===== src/rtl/ctl_pkg.sv =====
// Package: shared constants, frame layout and register reset/mask tables.
// Assumes a 16-bit frame of device code, write bit, index and data byte.
package ctl_pkg;
    localparam int DATA_W   = 8;
    localparam int ADDR_W   = 5;
    localparam int CHIP_W   = 2;
    localparam int NUM_REGS = 5;
    localparam int FRAME_W  = CHIP_W + 1 + ADDR_W + DATA_W;
    localparam logic [CHIP_W-1:0] CHIP_ID = 2'b01;

    typedef struct packed {
        logic              valid;
        logic [ADDR_W-1:0] addr;
        logic [DATA_W-1:0] data;
    } wr_req_t;

    // Reset value of register idx
    function automatic logic [DATA_W-1:0] reg_default(input int idx);
        case (idx)
            0:       return 8'h8B;
            1:       return 8'h02;
            2:       return 8'h00;
            default: return 8'hFF;
        endcase
    endfunction

    // Bits that hold state in register idx; others read 0
    function automatic logic [DATA_W-1:0] reg_mask(input int idx);
        case (idx)
            0:       return 8'h9F;
            1:       return 8'h1F;
            2:       return 8'h18;
            default: return 8'hFF;
        endcase
    endfunction

    // Packed image of all registers at their defaults
    function automatic logic [NUM_REGS-1:0][DATA_W-1:0] default_image();
        logic [NUM_REGS-1:0][DATA_W-1:0] img;
        for (int i = 0; i < NUM_REGS; i++) img[i] = reg_default(i) & reg_mask(i);
        return img;
    endfunction
endpackage


===== src/rtl/ctl_sync.sv =====
// Module: multi-stage synchronizer for a bundle of asynchronous inputs.
// Assumes each bit is independent; RST_VAL gives each bit's idle level.
module ctl_sync #(
    parameter int             W       = 3,
    parameter int             STAGES  = 2,
    parameter logic [W-1:0]   RST_VAL = '0
) (
    input  logic         clk,
    input  logic         rst_n,
    input  logic [W-1:0] d,
    output logic [W-1:0] q
);
    logic [W-1:0] stg [STAGES];

    // First stage captures the raw input
    always_ff @(posedge clk) begin
        if (!rst_n) stg[0] <= RST_VAL;
        else        stg[0] <= d;
    end

    for (genvar s = 1; s < STAGES; s++) begin : g_stage
        // Each later stage re-times the previous one
        always_ff @(posedge clk) begin
            if (!rst_n) stg[s] <= RST_VAL;
            else        stg[s] <= stg[s-1];
        end
    end

    assign q = stg[STAGES-1];
endmodule


===== src/rtl/ctl_frame_rx.sv =====
// Module: deserializes one frame while select is low and, on the select
// rising edge, presents a one-cycle write request if the frame is well formed.
// Assumes inputs are already synchronized to clk.
module ctl_frame_rx
    import ctl_pkg::*;
(
    input  logic    clk,
    input  logic    rst_n,
    input  logic    cs_n_s,
    input  logic    sclk_s,
    input  logic    sdi_s,
    output wr_req_t req
);
    localparam int CNT_W   = $clog2(FRAME_W + 2);
    localparam int CNT_MAX = FRAME_W + 1;

    logic               cs_d, sclk_d;
    logic [FRAME_W-1:0] shift_q;
    logic [CNT_W-1:0]   cnt_q;
    logic               sclk_rise, cs_rise;

    assign sclk_rise = sclk_s & ~sclk_d & ~cs_n_s;
    assign cs_rise   = cs_n_s & ~cs_d;

    // Edge history, shift register and saturating bit counter
    always_ff @(posedge clk) begin
        if (!rst_n) begin
            cs_d    <= 1'b1;
            sclk_d  <= 1'b1;
            shift_q <= '0;
            cnt_q   <= '0;
        end else begin
            cs_d   <= cs_n_s;
            sclk_d <= sclk_s;
            if (cs_n_s) begin
                cnt_q <= '0;
            end else if (sclk_rise) begin
                shift_q <= {shift_q[FRAME_W-2:0], sdi_s};
                if (cnt_q != CNT_W'(CNT_MAX)) cnt_q <= cnt_q + 1'b1;
            end
        end
    end

    // Frame check: exact length, device code and write bit
    always_comb begin
        req.addr  = shift_q[DATA_W +: ADDR_W];
        req.data  = shift_q[DATA_W-1:0];
        req.valid = cs_rise
                 && (cnt_q == CNT_W'(FRAME_W))
                 && (shift_q[FRAME_W-1 -: CHIP_W] == CHIP_ID)
                 && shift_q[DATA_W + ADDR_W];
    end

    AST_COUNT_CLEARS_IDLE: assert property (@(posedge clk) disable iff (!rst_n)
        cs_n_s |=> (cnt_q == '0));
    AST_NO_REQ_WITHOUT_SELECT: assert property (@(posedge clk) disable iff (!rst_n)
        !cs_n_s |-> !req.valid);
endmodule


===== src/rtl/ctl_regs.sv =====
// Module: register file loaded by write requests; power-down forces defaults.
// Assumes at most one request per cycle; unmapped indices match no entry.
module ctl_regs
    import ctl_pkg::*;
(
    input  logic                             clk,
    input  logic                             rst_n,
    input  logic                             pdn_n,
    input  wr_req_t                          req,
    output logic [NUM_REGS-1:0][DATA_W-1:0]  regs_o
);
    for (genvar g = 0; g < NUM_REGS; g++) begin : g_reg
        logic [DATA_W-1:0] r_q;

        // Hold, load a matching write, or return to default
        always_ff @(posedge clk) begin
            if (!rst_n || !pdn_n)
                r_q <= reg_default(g) & reg_mask(g);
            else if (req.valid && req.addr == ADDR_W'(g))
                r_q <= req.data & reg_mask(g);
        end

        assign regs_o[g] = r_q;
    end

    AST_PDN_DEFAULTS: assert property (@(posedge clk) disable iff (!rst_n)
        !pdn_n |=> (regs_o == default_image()));
    AST_HOLD_WITHOUT_WRITE: assert property (@(posedge clk) disable iff (!rst_n)
        (pdn_n && !req.valid) |=> $stable(regs_o));
    AST_UNMAPPED_IGNORED: assert property (@(posedge clk) disable iff (!rst_n)
        (pdn_n && req.valid && req.addr >= ADDR_W'(NUM_REGS)) |=> $stable(regs_o));
endmodule


===== src/rtl/ctl_port.sv =====
// Module: top of the serial write-only control port. Synchronizes the three
// serial lines, decodes frames and drives the control fields.
// Assumes the serial clock is well below half the system clock rate.
module ctl_port
    import ctl_pkg::*;
(
    input  logic       clk,
    input  logic       rst_n,
    input  logic       pdn_n,
    input  logic       cs_n,
    input  logic       sclk,
    input  logic       sdi,
    output logic       auto_clk,
    output logic [2:0] fmt_sel,
    output logic       pwr_en,
    output logic       run_en,
    output logic [1:0] speed_sel,
    output logic [1:0] deemph_sel,
    output logic       soft_mute,
    output logic       inv_left,
    output logic       inv_right,
    output logic [7:0] att_left,
    output logic [7:0] att_right
);
    localparam int SYNC_STAGES = 2;

    logic [2:0]                      line_s;
    wr_req_t                         req;
    logic [NUM_REGS-1:0][DATA_W-1:0] regs;

    ctl_sync #(.W(3), .STAGES(SYNC_STAGES), .RST_VAL(3'b110)) u_sync (
        .clk   (clk),
        .rst_n (rst_n),
        .d     ({cs_n, sclk, sdi}),
        .q     (line_s)
    );

    ctl_frame_rx u_rx (
        .clk    (clk),
        .rst_n  (rst_n),
        .cs_n_s (line_s[2]),
        .sclk_s (line_s[1]),
        .sdi_s  (line_s[0]),
        .req    (req)
    );

    ctl_regs u_regs (
        .clk    (clk),
        .rst_n  (rst_n),
        .pdn_n  (pdn_n),
        .req    (req),
        .regs_o (regs)
    );

    // Field decode of the register images
    assign auto_clk   = regs[0][7];
    assign fmt_sel    = regs[0][4:2];
    assign pwr_en     = regs[0][1];
    assign run_en     = regs[0][0];
    assign speed_sel  = regs[1][4:3];
    assign deemph_sel = regs[1][2:1];
    assign soft_mute  = regs[1][0];
    assign inv_left   = regs[2][4];
    assign inv_right  = regs[2][3];
    assign att_left   = regs[3];
    assign att_right  = regs[4];

    AST_ATT_STABLE_WHILE_SELECTED: assert property (@(posedge clk) disable iff (!rst_n)
        (pdn_n && $past(pdn_n) && !line_s[2] && !$past(line_s[2]))
            |-> $stable(att_left) && $stable(att_right));
endmodule


===== config.mk =====
export PLATFORM = sky130hd
export DESIGN_NAME = ctl_port
export DESIGN_NICKNAME = d
export VERILOG_FILES = /design/src/rtl/ctl_pkg.sv /design/src/rtl/ctl_sync.sv /design/src/rtl/ctl_frame_rx.sv /design/src/rtl/ctl_regs.sv /design/src/rtl/ctl_port.sv
export SDC_FILE = /design/constraint.sdc
export NUM_CORES = 1
export LEC_CHECK = 0
export BUFFER_PORTS_ARGS = -buffer_cell sky130_fd_sc_hd__buf_2
export CORE_UTILIZATION = 62
export CTS_BUF_LIST = sky130_fd_sc_hd__clkbuf_2 sky130_fd_sc_hd__clkbuf_4 sky130_fd_sc_hd__clkbuf_8
export CTS_CLUSTER_SIZE = 12
export DETAILED_ROUTE_END_ITERATION = 12
export PLACE_DENSITY = 0.87
export SYNTH_ARGS = -nofsm -noshare
export SYNTH_HDL_FRONTEND = slang
export SYNTH_SLANG_ARGS = --single-unit

===== constraint.sdc =====
create_clock -name clk -period 4.7 [get_ports clk]
set_clock_uncertainty 0.2 [all_clocks]
set_input_delay 0.94 -clock clk [delete_from_list [all_inputs] [get_ports clk]]
set_output_delay 0.94 -clock clk [all_outputs]
set_load 0.01 [all_outputs]

* Word-level counts from Yosys, hierarchy flattened
Memories as Yosys holds them, arrays and structs flattened. Cells that the tools add are included.
Operators by class: add/subtract/negate cells 1, eq/ne operators 7, multiplexer cells 4, bitwise operators 9, reductions and logical operators 15
Operator list (number):
- 5-bit by 2-bit == test with 1-bit output (second input constant) | 2
- 1-bit logical AND | 8
- 3-bit 2-to-1 mux | 2
- 5-bit by 1-bit adder with 5-bit output (second input constant) | 1
- 5-bit by 1-bit == test with 1-bit output (second input constant) | 1
- 5-bit by 3-bit == test with 1-bit output (second input constant) | 1
- 5-bit == test (second input constant) | 1
- 5-bit logical NOT | 1
- 5-bit != test (second input constant) | 1
- 1-bit inverter | 4
- 2-bit AND reduction | 2
- 1-bit AND | 3
- 2-bit by 1-bit == test with 1-bit output (second input constant) | 1
- 1-bit logical NOT | 2
- 1-bit 2-to-1 mux | 2
- 1-bit bitwise OR | 2
- 2-bit OR reduction | 1
- 1-bit logical OR | 1
Storage, ports and cells: register bits 52, RAM bits 6, input port bits 6, output and inout bits 29, word-level logic and storage cells 46, memories 1
Memory list:
- u_sync.stg | depth 2, width 3, read ports 2, clocked after memory_dff 0, write ports 2, RTL line ctl_sync.sv:13 | logic [W-1:0] stg [STAGES];

* Longest topological paths before layout
depth in word-level cells 6, depth in mapped cells 7, gate-level depth less buffers 6

* By module
Synthesis repeated with hierarchy kept, for this count alone.
Second synthesis, totals: cell total of the unflattened synthesis 263, area, all modules 2431.1 µm²
By module, submodules not included:
- ctl_regs | instances 1, cells an instance 129, area an instance 1236.2 µm², sequential area each 580.6 µm²
- ctl_frame_rx | instances 1, cells an instance 122, area an instance 1037.2 µm², sequential area each 460.4 µm²
- ctl_sync | instances 1, cells an instance 12, area an instance 157.7 µm², sequential area each 120.1 µm²

* Worst setup path before layout
Ideal clock, no wire load.
path type input to register, from input port pdn_n, to register u_regs.g_reg[1].r_q[0], arrival 1597 ps, required time 4428 ps, setup slack 2832 ps, cell stages on the path 4, cells stage by stage and2_0 > clkbuf_1 > nand2_1 > mux2i_1
Between the ends: longest elaborated chain between the ends 2
RTL lines:
- start: declaration | RTL line ctl_port.sv:9 | input logic pdn_n,
- 1-bit logical NOT | RTL line ctl_regs.sv:17 | if (!rst_n || !pdn_n)
- 1-bit logical OR | RTL line ctl_regs.sv:17
- end signal: assignment | RTL line ctl_regs.sv:18 | r_q <= reg_default(g) & reg_mask(g);
- end signal: assignment | RTL line ctl_regs.sv:20 | r_q <= req.data & reg_mask(g);
- end: declaration | RTL line ctl_regs.sv:13 | logic [DATA_W-1:0] r_q;
Every way passes these cells. A chain may end at the register's enable or synchronous reset.

* Worst setup path in the final report
from input port rst_n, to register u_regs.g_reg[1].r_q[1]
Between the ends: longest elaborated chain between the ends 2
RTL lines:
- start: declaration | RTL line ctl_port.sv:8 | input logic rst_n,
- 1-bit logical NOT | RTL line ctl_regs.sv:17
- 1-bit logical OR | RTL line ctl_regs.sv:17
Every way passes these cells.

==> qor.csv <==
metric,value,unit
outcome,"finished, final reports clean",
layout cell share with drive strength beyond 1,0.2000,
clk_lat worst skew,390,ps
CTS buffer count,9,
Final ANT Viol Nets,0,
Placement Cell Area,0.002439,mm²
Final Max Slew Viols,0,
Avg WL per Cell,12.96,µm
DIE AREA,0.003894,mm²
Mapped Cells,235,
post-CTS setup-driven buffer insertion count,0,
syn_nets,244,
multi-input logic area,0.001042,mm²
critical-path maximum fanout,27,
global-route wire length before repair,7389,µm
unrepaired setup endpoints after global routing,false,
maximum clock path buffer count,2,
GPL Wtd Cong,0.7697,
logic gate share of total power,0.022,
Required @ worst endpoint,4780,ps
Crit Path Class,in2reg,
drt drc,0,
die width,62.41,µm
final hold violations,0,
Placed Cells,305,
clock slew at reported path FFs,110,ps
Initial Util,0.6623,
fin area,0.002557,mm²
CTS tree,done,
Antenna Cells,0,
H-tree levels,3,
synthesized-area fraction occupied by adder cells,0.01659,
Clk network pwr share,0.373,
Slew @ Worst Pin,1107,ps
vias per cell,5.199,
global route overflow,0,
DR pass1 iterations,4,
Sw Share,0.2343,
slew margin rel.,0.2585,
Final Setup Violations,0,
Total Nets Final,279,
post-DP HPWL,2912,µm
syn_area_per_cell,9.626,µm²
total of max-cap violations,0,
final WL,4159,µm
Synth Flop Type,dfxtp_1,
Layout Cells excl Fill,321,
Synth warnings,0,
Syn Std Cell Area,0.002262,mm²
Lkg Pwr,0.9981,nW
Worst VDD drop,204.4,µV
Hold/Removal Path Class,reg2reg,
Worst Setup Start Kind,input pin,
xor/xnor share of the synthesized area,0.01162,
"EDFF count, synth",0,
Iter 0 DRT Violations,95,
fin crit share,0.4756,
top cell types by occurrence after synthesis,"dfxtp_1, nand2_1, nor2_1",
fillcell total,249,
cell with the most instances after synthesis,dfxtp_1,
num rows,21,
Cell Pwr Density,320.1,mW/mm²
mux contribution to synthesized area,0.1283,
Reg power frac,0.605,
PostCTS Resize Cnt,0,
largest net degree at the start of global routing,28,
Vias,1669,
complex-gate fraction of the synthesized area,0.05973,
synth unique cells,32,
combinational family with the most area after synthesis,simple AND/OR/NAND/NOR gates,
register area share after synthesis,0.5133,
vias in the first global route,1625,
register area,0.001161,mm²
clk sinks,58,
Synth area leader,dfxtp_1,
Max Clock Freq,447.3,MHz
top-area cell type share of the netlist area,0.5133,
synthesis-stage register bit count,58,
post-route core utilization,0.7487,
simple-gate share of the synthesized area,0.2445,
die height,62.41,µm
switching power,191.8,µW
CP arrival,2320,ps
setup_tns,0,ps
# hold bufs at CTS,0,
Root Buffer,clkbuf_4,
CORE AREA,0.003416,mm²
initial antenna violation count,0,
fraction of registers with async set/reset,0,
gr usage total,0.2479,
Tmin final,2236,ps
io pins,35,
Internal Power,626.9,µW
Synth area leaders,"dfxtp_1, mux2i_1, nand2_1",
Area Growth Syn to Fin,13.05,%
I/O Buffers,34,
critical path endpoint category,flop,
==> placed cells by master (no fill, tap or decap), types with 3 or more instances in the layout <==
cell / instances
dfxtp_1: 58
nand2_1: 51
buf_2: 34
nor2_1: 31
mux2i_1: 29
a21boi_0: 16
clkbuf_4: 10
nand2b_1: 6
nand4_1: 3
ha_1: 3
clkinv_2: 3
==> final timing paths <==
kind / cells past startpoint / from / slack, ps / end
max reg2reg: 4 / u_sync.stg[1][2] / 2500 / u_rx.cnt_q[2]
max: 4 / rst_n / 2460 / u_regs.g_reg[1].r_q[1]
min: 1 / u_sync.stg[0][1] / 220 / u_sync.stg[1][1]
min reg2reg: 1 / u_sync.stg[0][1] / 220 / u_sync.stg[1][1]
==> flip-flops by register name, summed over array words and instances (netlist names) <==
register,flops
u_regs.g.r_q,29
u_rx.cnt_q,5
u_rx.cs_d,1
u_rx.sclk_d,1
u_rx.shift_q,16
u_sync.stg,6
==> stage by stage <==
stage               power [mW]  worst slack [ps]  hold slack, ps
detailed placement      0.5250              2045           203.3
finish                  0.8187              2465           222.5
CTS                     0.8221              2476           227.0
floorplan               0.5200              2832           186.3
global placement        0.5245              2087           188.6
global route            0.8517              2294           242.2
==> layout make-up <==
type / instances / area share
clock buffers: 11 / 0.03474
clock inverters: 5 / 0.01174
inverters: 2 / 0.002935
multi-input cells: 165 / 0.4075
flip-flops and latches: 58 / 0.4540
well taps: 46 / 0.02250
repair buffers: 34 / 0.06654
==> worst max-delay path, stage by stage <==
cell,delay [ps]
buf_2,300
nand2_1,570
nor2_1,380
mux2i_1,120
==> routing by layer <==
layer | up-vias | track usage | wire length, µm | share of wire
li1 | 852 | - | - | -
met5 | - | 0 | 0 | 0
met2 | 47 | 0.3981 | 1983 | 0.48
met3 | 8 | 0.06387 | 202 | 0.049
met1 | 762 | 0.2964 | 1891 | 0.45
met4 | 0 | 0.1512 | 82 | 0.020
==> cell families (layout without fill, tap and decap cells) <==
kind of cell               count (synthesis)  after routing
and+or+nand+nor                          111            111
xor gates and xnor gates                   3              3
buffers and inverters                     12             52
muxes                                     29             29
AOI/OAI and AO/OA                         19             19
adders and majority gates                  3              3
DFF                                       58             58
==> power by group through the flow <==
stage | logic (mW) | clock network [mW] | registers [mW]
global route | 0.0206 | 0.335 | 0.496
floorplan | 0.0137 | 0 | 0.506
detailed placement | 0.0182 | 0 | 0.507
CTS | 0.0183 | 0.309 | 0.495
finish | 0.0182 | 0.305 | 0.495
global placement | 0.0179 | 0 | 0.507
(Power assumes the default switching activity.)
